--- src/rtl/fir_pkg.sv ---
package fir_pkg;

    typedef enum logic [4:0] {
        ST_IDLE = 5'b00001,
        ST_RUN  = 5'b00010,
        ST_HOLD = 5'b00100
    } fir_state_t;

    // Coefficient ramp: large positive first taps, negative tail.
    function automatic int tap_coef(input int k);
        return 31 - 3 * k;
    endfunction

endpackage

--- src/rtl/fir_sample_fifo.sv ---
module fir_sample_fifo #(
    parameter int TAPS = 21,
    parameter int DW   = 10,
    parameter int TW   = 5
) (
    input  logic                 clk,
    input  logic                 rst,
    input  logic                 push,
    input  logic signed [DW-1:0] din,
    input  logic [TW-1:0]        rd_idx,
    output logic signed [DW-1:0] rd_data,
    output logic signed [DW-1:0] head
);
    logic signed [DW-1:0] stage [TAPS];

    always_ff @(posedge clk) begin
        if (rst)       stage[0] <= '0;
        else if (push) stage[0] <= din;
    end

    for (genvar i = 1; i < TAPS; i++) begin : g_stage
        always_ff @(posedge clk) begin
            if (rst)       stage[i] <= '0;
            else if (push) stage[i] <= stage[i-1];
        end
    end

    assign rd_data = stage[rd_idx];
    assign head    = stage[0];
endmodule

--- src/rtl/fir_coef_rom.sv ---
module fir_coef_rom #(
    parameter int TAPS = 21,
    parameter int CW   = 6,
    parameter int TW   = 5
) (
    input  logic [TW-1:0]        idx,
    output logic signed [CW-1:0] coef
);
    logic signed [CW-1:0] table_q [TAPS];

    for (genvar k = 0; k < TAPS; k++) begin : g_rom
        assign table_q[k] = CW'(fir_pkg::tap_coef(k));
    end

    assign coef = table_q[idx];
endmodule

--- src/rtl/fir_mac.sv ---
module fir_mac #(
    parameter int DW = 10,
    parameter int CW = 6,
    parameter int AW = 16
) (
    input  logic                 clk,
    input  logic                 rst,
    input  logic                 clr,
    input  logic                 en,
    input  logic                 last,
    input  logic signed [DW-1:0] smp,
    input  logic signed [CW-1:0] coef,
    output logic                 ovf,
    output logic [AW-1:0]        latch_q
);
    localparam int PW = DW + CW;

    logic signed [PW-1:0] prod;
    logic signed [AW-1:0] opb;
    logic signed [AW-1:0] acc;
    logic signed [AW-1:0] sum;

    assign prod = smp * coef;
    assign opb  = en ? AW'(prod) : '0;
    assign sum  = acc + opb;
    assign ovf  = (acc[AW-1] & opb[AW-1] & ~sum[AW-1]) |
                  (~acc[AW-1] & ~opb[AW-1] & sum[AW-1]);

    always_ff @(posedge clk) begin
        if (rst)      acc <= '0;
        else if (clr) acc <= '0;
        else if (en)  acc <= sum;
    end

    always_ff @(posedge clk) begin
        if (rst)       latch_q <= '0;
        else if (last) latch_q <= sum;
    end
endmodule

--- src/rtl/fir_ctrl.sv ---
module fir_ctrl #(
    parameter int TAPS      = 21,
    parameter int READY_LEN = 5,
    parameter int TW        = 5
) (
    input  logic                 clk,
    input  logic                 rst,
    input  logic                 smp_valid,
    input  logic                 bypass,
    output fir_pkg::fir_state_t  st,
    output logic [TW-1:0]        tap,
    output logic                 accept,
    output logic                 mac_en,
    output logic                 last,
    output logic                 hold
);
    import fir_pkg::*;

    localparam int RW = $clog2(READY_LEN + 1);

    fir_state_t st_q, st_d;
    logic [RW-1:0] rcnt;

    always_ff @(posedge clk) begin
        if (rst) st_q <= ST_IDLE;
        else     st_q <= st_d;
    end

    always_comb begin
        st_d = st_q;
        unique case (st_q)
            ST_IDLE: if (smp_valid && !bypass)     st_d = ST_RUN;
            ST_RUN:  if (tap == TW'(TAPS - 1))     st_d = ST_HOLD;
            ST_HOLD: if (rcnt == '0)               st_d = ST_IDLE;
            default:                               st_d = ST_IDLE;
        endcase
    end

    always_ff @(posedge clk) begin
        if (rst) begin
            tap  <= '0;
            rcnt <= '0;
        end else begin
            if (accept)                  tap  <= '0;
            else if (last)               tap  <= '0;
            else if (mac_en)             tap  <= tap + 1'b1;
            if (last)                    rcnt <= RW'(READY_LEN - 1);
            else if (hold && rcnt != '0) rcnt <= rcnt - 1'b1;
        end
    end

    always_comb begin
        accept = (st_q == ST_IDLE) && smp_valid && !bypass;
        mac_en = (st_q == ST_RUN);
        last   = (st_q == ST_RUN) && (tap == TW'(TAPS - 1));
        hold   = (st_q == ST_HOLD);
    end

    assign st = st_q;
endmodule

--- src/rtl/fir_serial_mac.sv ---
module fir_serial_mac #(
    parameter int TAPS      = 21,
    parameter int DW        = 10,
    parameter int CW        = 6,
    parameter int AW        = 16,
    parameter int READY_LEN = 5,
    parameter int DBG_W     = 6
) (
    input  logic          clk,
    input  logic          rst,
    input  logic          smp_valid,
    input  logic [DW-1:0] smp_data,
    input  logic          bypass,
    input  logic [1:0]    dbg_sel,
    output logic          res_valid,
    output logic [DW-1:0] res_data,
    output logic [DBG_W-1:0] dbg_data
);
    localparam int TW = $clog2(TAPS);

    fir_pkg::fir_state_t st;
    logic [TW-1:0]        tap;
    logic                 accept, mac_en, last, hold, ovf;
    logic signed [DW-1:0] tap_smp, fifo_head;
    logic signed [CW-1:0] tap_coef;
    logic [AW-1:0]        acc_latch;

    fir_ctrl #(.TAPS(TAPS), .READY_LEN(READY_LEN), .TW(TW)) u_ctrl (
        .clk(clk), .rst(rst), .smp_valid(smp_valid), .bypass(bypass),
        .st(st), .tap(tap), .accept(accept), .mac_en(mac_en),
        .last(last), .hold(hold)
    );

    fir_sample_fifo #(.TAPS(TAPS), .DW(DW), .TW(TW)) u_fifo (
        .clk(clk), .rst(rst), .push(accept), .din(smp_data),
        .rd_idx(tap), .rd_data(tap_smp), .head(fifo_head)
    );

    fir_coef_rom #(.TAPS(TAPS), .CW(CW), .TW(TW)) u_rom (
        .idx(tap), .coef(tap_coef)
    );

    fir_mac #(.DW(DW), .CW(CW), .AW(AW)) u_mac (
        .clk(clk), .rst(rst), .clr(accept), .en(mac_en), .last(last),
        .smp(tap_smp), .coef(tap_coef), .ovf(ovf), .latch_q(acc_latch)
    );

    always_comb begin
        if (bypass) begin
            res_valid = smp_valid;
            res_data  = smp_data;
        end else begin
            res_valid = hold;
            res_data  = acc_latch[AW-1 -: DW];
        end
    end

    always_comb begin
        unique case (dbg_sel)
            2'd0: dbg_data = acc_latch[DBG_W-1:0];
            2'd1: dbg_data = DBG_W'(tap_coef);
            2'd2: dbg_data = tap_smp[DW-1 -: DBG_W];
            2'd3: dbg_data = DBG_W'({ovf, st});
            default: dbg_data = '0;
        endcase
    end
endmodule

--- config.mk ---
export PLATFORM = sky130hd
export DESIGN_NAME = fir_serial_mac
export DESIGN_NICKNAME = d
export VERILOG_FILES = /design/src/rtl/fir_pkg.sv /design/src/rtl/fir_sample_fifo.sv /design/src/rtl/fir_coef_rom.sv /design/src/rtl/fir_mac.sv /design/src/rtl/fir_ctrl.sv /design/src/rtl/fir_serial_mac.sv
export SDC_FILE = /design/constraint.sdc
export NUM_CORES = 1
export LEC_CHECK = 0
export CAP_MARGIN = 20
export CORE_MARGIN = 1.5
export CORE_UTILIZATION = 55
export CTS_CLUSTER_DIAMETER = 150
export DETAILED_ROUTE_END_ITERATION = 16
export PLACE_DENSITY = 0.77
export SYNTH_ARGS = -nofsm -noshare
export SYNTH_HDL_FRONTEND = slang
export SYNTH_SLANG_ARGS = --single-unit
--- constraint.sdc ---
create_clock -name clk -period 12.29 [get_ports clk]
set_input_delay 2.458 -clock clk [delete_from_list [all_inputs] [get_ports clk]]
set_output_delay 2.458 -clock clk [all_outputs]
set_load 0.05 [all_outputs]
==> summary.md, run 1 <==
| Metric | Value |
|---|---|
| CP Class | `flop to primary output` |
| Slew Viols, Final | `0` |
| Critical path's largest stage delay | `0.85 ns` |
| Final worst slack | `0.807 ns` |
| Die W | `164 um` |
| Leakage power | `6.15 nW` |
| Routed Antenna Nets | `0` |
| Final period utilization | `93.4%` |
| R2R Path End | `u_mac.latch_q[12]` |
| DP Area | `14900 sq um` |
| Max_slew headroom | `28.5%` |
| Core area | `25300 sq um` |
| Slew @ Worst Pin | `1.07 ns` |
| EDFF count, synth | `210` |
| Setup violators final | `0` |
| Placed cell count | `1463` |
| TritonRoute pass-1 iters | `5` |
| DR DRC count | `0` |
| Port bufs | `32` |
| Detailed Place HPWL | `18.6 mm` |
| Mean Syn Cell Area | `12.4 sq um` |
| Fmax | `87.1 MHz` |
| Clk sinks | `258` |
| Max Cap Violations | `0` |
| Cell accounting for the most synthesized area | `edfxtp_1` |
| Gpl congestion | `0.882` |
| RSZ-0062 raised after global routing | `false` |
| R2R cell count | `26` |
| Cells after Synth | `1147` |
| Synth Flop Type | `edfxtp_1` |
| Layout area overhead | `11.5%` |
| Worst EP required | `9.83 ns` |
| Fin cells | `1516` |
| CP Capture Type | `primary output` |
| Most frequent cell after synthesis | `and2_1` |
| Row count | `58` |
| Starting density of the core | `56.3%` |
| Outcome | `finished, final reports clean` |
| Resized cells post-CTS | `0` |
| Diode count | `0` |
| CTS tree | `built` |
| Power per cell area | `148 nW/um^2` |
| I/O Pins | `33` |
| Fin area | `15900 sq um` |
| GRT Total Usage | `22.3%` |
| Vias after detailed routing | `8824` |
| Synth Warn # | `0` |
| Synthesized flop and latch total | `258` |
| Vias in the first global route | `8780` |
| DRT iter0 DRCs | `760` |
| Initial antenna violation count | `0` |
| Final wirelength | `28.6 mm` |
| Via/cell ratio | `5.82` |
| Layout cells sized above 1 | `12.3%` |
| Tmin final | `11.48 ns` |
| Hold Worst Slack | `0.454 ns` |
| CTS max path bufs | `3` |
| Worst Hold Class | `flop to flop` |
| Setup WS pre-CTS | `1.37 ns` |
| Post-CTS setup buffer count | `0` |
| CP startpoint kind | `flop` |
| # hold bufs at CTS | `0` |
| Largest net degree at the start of global routing | `164` |
| Setup TNS | `0 ns` |
| Ranking of synthesized cells by area | `edfxtp_1 (44%), and2_1 (9.3%), mux4_2 (7.7%), dfxtp_1 (6.7%), fa_1 (6.2%)` |
| Final Net Count | `1277` |
| Reg2reg setup slack | `4.31 ns` |
| Synth Net Count | `1260` |
| CTS clk-pin slew, worst paths | `0.06 ns` |
| Final Skew | `0.0367 ns` |
| Die area | `26900 sq um` |
| Global-route wire length before repair | `47.0 mm` |
| Post-synth top area share | `44.2%` |
| H-tree level count | `1` |
| Final hold vios | `0` |
| Remaining global-route overflow | `0` |
| Cts bufs inserted | `28` |
| Worst path arrival time | `9.02 ns` |
| Distinct cells, synth | `59` |
| Asr flop ratio synth | `0%` |
| Wire per inst | `18.9 um` |
| Post-synthesis sequential area ratio | `50.9%` |
| Peak VDD IR | `113 uV` |
| Post-Syn Area | `14300 sq um` |
| Worst Setup EP | `dbg_data[5]` |
| Cell mode on critical path | `fa_1` |
| Clk_lat worst skew | `0.57 ns` |
| CTS Root Cell | `clkbuf_16` |
| Critical path's slowest cell | `clkdlybuf4s50_1` |
| CP Max Fanout | `39` |
| Die height | `164 um` |
| Commonest cells post-synth | `and2_1 (213), edfxtp_1 (210), nand2_1 (81)` |
per-stage QoR:
step	total power, mW	utilization, %
floorplan	1.35	-
global placement	1.44	58.7
detailed placement	1.45	58.7
CTS	2.36	62.7
global route	2.46	62.8
finish	2.35	62.8
layer usage:
| layer | vias to the layer above | wire length (um) | global-route usage (%) |
|---|---|---|---|
| met5 | - | 0 | 0 |
| met4 | 0 | 646 | 5.79 |
| met3 | 39 | 1440 | 2.53 |
| met2 | 246 | 13600 | 35.2 |
| met1 | 4441 | 13000 | 33.1 |
| li1 | 4098 | - | - |
logic make-up after synthesis:
logic type      share of synthesized area (%)
compound gates                           5.95
fa+ha+maj                                10.8
buf+inv                                  3.11
simple gates                             16.3
mux                                      10.9
xor+xnor                                 2.03
flops                                    50.9
report_power, final:
group / switching [mW] / total (mW) / leakage [nW] / internal [mW]
Combinational: 0.237 / 0.421 / 3.04 / 0.183
Sequential: 0.0248 / 1.02 / 2.62 / 0.995
Clock: 0.348 / 0.907 / 0.490 / 0.558
Total: 0.610 / 2.35 / 6.15 / 1.74
area by class of cell:
type / instances / area [sq um]
fillers: 1923 / 9420
flip-flops and latches: 258 / 7270
multi-input cells: 783 / 6570
clock buffers: 38 / 793
repair buffers: 48 / 460
well taps: 330 / 413
clock inverters: 14 / 218
inverters: 45 / 176
critical path, delay by kind of cell, from the launching register on:
family	cells	cell delay [ns]
fa+ha+maj	6	2.70
compound gates	9	2.16
mux	2	1.15
buf+inv	4	1.01
flops	1	0.82
simple gates	4	0.41
xor+xnor	1	0.19
state kept, by name, summed over array words and instances (netlist names), named ones only:
signal and flops:
u_ctrl.st 3, u_fifo.stage 210, u_mac.latch_q 16, u_ctrl.rcnt 3, u_mac.acc 16, u_ctrl.tap 5
how the worst min path moves through the flow:
stage,startpoint,end,cells after the start
finish,u_mac.latch_q[5],u_mac.latch_q[5],2
global route,u_mac.latch_q[4],u_mac.latch_q[4],2
CTS,u_mac.latch_q[3],u_mac.latch_q[3],2
detailed placement,u_mac.latch_q[3],u_mac.latch_q[3],2
global placement,u_mac.latch_q[5],u_mac.latch_q[5],2
floorplan,u_mac.latch_q[5],u_mac.latch_q[5],2
cell usage in the layout (no fill, tap or decap), types with 10 or more instances in the layout:
master	Yosys	routed
and2_1	213	213
edfxtp_1	210	210
nand2_1	81	81
nor2_1	79	78
ha_1	53	53
mux4_2	49	49
a21oi_1	45	45
dfxtp_1	48	45
fa_1	44	44
inv_1	44	43
clkdlybuf4s50_1	0	32
clkbuf_16	0	29
o21ai_0	24	24
xnor2_1	23	23
nor2b_1	16	16
mux2_2	15	15
mux2i_1	15	15
buf_4	2	15
a21o_1	10	10
xor2_1	10	10
(Power assumes the default switching activity.)
==> run 2: changes to the inputs <==
==> constraint.sdc (replaced) <==
create_clock -name clk -period 12.29 [get_ports clk]
set_input_delay 2.458 -clock clk [delete_from_list [all_inputs] [get_ports clk]]
set_output_delay 2.458 -clock clk [all_outputs]
set_load 0.005 [all_outputs]
==> summary.md, run 2 (synthesis gave the netlist of run 1 again) <==
| Metric | Value |
|---|---|
| Hold_sp | `u_mac.latch_q[3]` |
| Clk sinks | `258 (unchanged)` |
| R2R cell count | `26 (unchanged)` |
| Final wirelength | `27.8 mm (-2.9%)` |
| Tmin final | `11.05 ns (-0.430 ns)` |
| Final Skew | `0.0242 ns (-0.0125 ns)` |
| Port bufs | `32 (unchanged)` |
| Die W | `164 um (unchanged)` |
| Largest register by flop count | `u_fifo.stage` |
| Worst path arrival time | `8.59 ns (-0.43 ns)` |
| Global-route wire length before repair | `46.6 mm (-0.81%)` |
| Vias in the first global route | `8883 (+1.2%)` |
| Crit-path leading delay family | `adder cells` |
| WP buf/inv | `4 (unchanged)` |
| CTS clk-pin slew, worst paths | `0.06 ns (about the same)` |
| Reg2reg setup slack | `4.43 ns (+0.12 ns)` |
| CTS max path bufs | `3 (unchanged)` |
| GRT Total Usage | `22.1% (-0.21 points)` |
| CTS Root Cell | `clkbuf_16` |
| I/O Pins | `33 (unchanged)` |
| Final worst slack | `1.24 ns (+0.430 ns)` |
| # hold bufs at CTS | `0 (unchanged)` |
| Fin cells | `1513 (-0.20%)` |
| Slew @ Worst Pin | `1.07 ns (+0.00173 ns)` |
| TritonRoute pass-1 iters | `5 (unchanged)` |
| Layout cells sized above 1 | `12.4% (+0.12 points)` |
| Max FFs per register | `210 (unchanged)` |
| Hold depth | `2 (unchanged)` |
| Gpl congestion | `0.871 (-1.2%)` |
| DRT iter0 DRCs | `568 (-25%)` |
| DR DRC count | `0 (unchanged)` |
| Sw frac | `25.6% (-0.46 points)` |
| H-tree level count | `1 (unchanged)` |
| Die height | `164 um (unchanged)` |
| Fin area | `15800 sq um (-0.43%)` |
| Row count | `58 (unchanged)` |
| Fill count | `1874 (-2.5%)` |
| Critical path's largest stage delay | `0.77 ns (-0.08 ns)` |
| Starting density of the core | `56.3% (unchanged)` |
| Cell mode on critical path | `fa_1` |
| Comb pwr share | `17.7% (-0.2 points)` |
| Resized cells post-CTS | `0 (unchanged)` |
| Max Cap Violations | `0 (unchanged)` |
| Final hold vios | `0 (unchanged)` |
| Power Internal | `1.70 mW (-2.2%)` |
| Outcome | `finished, final reports clean` |
| CP Max Fanout | `35 (-10%)` |
| Critical path's slowest cell | `dfxtp_4` |
| Detailed Place HPWL | `18.3 mm (-1.4%)` |
| CP startpoint kind | `flop` |
| CP Class | `flop to primary output` |
| Remaining global-route overflow | `0 (unchanged)` |
| Commonest non-fill, non-tap cells in the layout | `and2_1 (213), edfxtp_1 (210), nand2_1 (81)` |
| Peak VDD IR | `135 uV (+20%)` |
| Routed Antenna Nets | `0 (unchanged)` |
| Setup TNS | `0 ns (unchanged)` |
| Net Switching | `0.583 mW (-4.5%)` |
| Leakage power | `6.12 nW (-0.43%)` |
| Wire per inst | `18.4 um (-2.7%)` |
| CP Capture Type | `primary output` |
| Hold Worst Slack | `0.455 ns (+0.00170 ns)` |
| Slew Viols, Final | `0 (unchanged)` |
| Util after Layout | `62.5% (-0.27 points)` |
| Hold Path Sink | `u_mac.latch_q[3]` |
| Top Registers | `u_fifo.stage x210, u_mac.acc x16, u_mac.latch_q x16` |
| Die area | `26900 sq um (unchanged)` |
| Worst EP required | `9.83 ns (about the same)` |
| Core area | `25300 sq um (unchanged)` |
| Post-CTS setup buffer count | `0 (unchanged)` |
| Vias after detailed routing | `8723 (-1.1%)` |
| Commonest non-fill, non-tap cell in the layout | `and2_1` |
| Cts bufs inserted | `28 (unchanged)` |
| Setup WS pre-CTS | `1.73 ns (+0.364 ns)` |
| R2R Path End | `u_mac.latch_q[12]` |
| CTS tree | `built` |
| Initial antenna violation count | `0 (unchanged)` |
| Final period utilization | `89.9% (-3.5 points)` |
| Power per cell area | `144 nW/um^2 (-2.3%)` |
| Clk_lat worst skew | `0.54 ns (-0.03 ns)` |
| Worst Hold Class | `flop to flop` |
| Fmax | `90.5 MHz (+3.9%)` |
| Seq pwr share | `44.7% (+1.3 points)` |
| Setup violators final | `0 (unchanged)` |
| Diode count | `0 (unchanged)` |
| Largest net degree at the start of global routing | `152 (-7.3%)` |
| Placed cell count | `1460 (-0.21%)` |
| Pwr Total | `2.28 mW (-2.8%)` |
| Layout area overhead | `11.0%` |
| DP Area | `14800 sq um (-0.15%)` |
| Final Net Count | `1274 (-0.23%)` |
| RSZ-0062 raised after global routing | `false` |
| Max_slew headroom | `28.4% (-0.12 points)` |
| Clk pwr share | `37.6% (-1.0 points)` |
| Via/cell ratio | `5.77 (-0.95%)` |
[run 2: final cells by class]
class / instances / area (sq um) / area share (%)
sequential: 258 / 7270 / 45.9
multi-input combinational: 783 / 6570 / 41.5
clock buffer: 45 / 898 / 5.67
timing repair buffer: 45 / 438 / 2.77
tap: 330 / 413 / 2.61
inverter: 45 / 176 / 1.11
clock inverter: 7 / 67.6 / 0.427
[run 2: worst min-delay path, cell delays in order, from the launching register on]
cell     delay [ns]
dfxtp_1        0.31
nand2_1        0.05
a21oi_1        0.05
[run 2: how the worst max path moves through the flow]
stage                 from            endpoint  slack (ns)  cells past startpoint
global placement      flop         dbg_data[5]        1.84                     26
detailed placement    flop         dbg_data[5]        1.73                     26
CTS                   flop         dbg_data[5]        1.15                     26
finish                flop         dbg_data[5]        1.24                     26
floorplan           bypass  u_fifo.stage[0][0]        2.65                      4
global route          flop         dbg_data[5]        0.71                     26
[run 2: power by group through the flow]
stage / Sequential (mW) / Combinational (mW) / Clock [mW]
after floorplan: 1.03 / 0.308 / 0
after global placement: 1.04 / 0.392 / 0
after detailed placement: 1.04 / 0.397 / 0
after CTS: 1.02 / 0.403 / 0.873
after global routing: 1.03 / 0.462 / 0.903
final: 1.02 / 0.403 / 0.859
[run 2: layer usage]
metal | track usage (%) | routed length, um
met5 | 0 | 0
met3 | 2.83 | 1370
met4 | 6.69 | 759
met2 | 35.7 | 13100
met1 | 31.5 | 12500
==> run 3: changes to the inputs <==
--- a/config.mk
+++ b/config.mk
@@ -14,3 +14,4 @@
 export SYNTH_ARGS = -nofsm -noshare
 export SYNTH_HDL_FRONTEND = slang
 export SYNTH_SLANG_ARGS = --single-unit
+export TNS_END_PERCENT = 10
==> results of run 3 <==
Same layout as run 2: the final DEF is identical, and so are final timing and power.
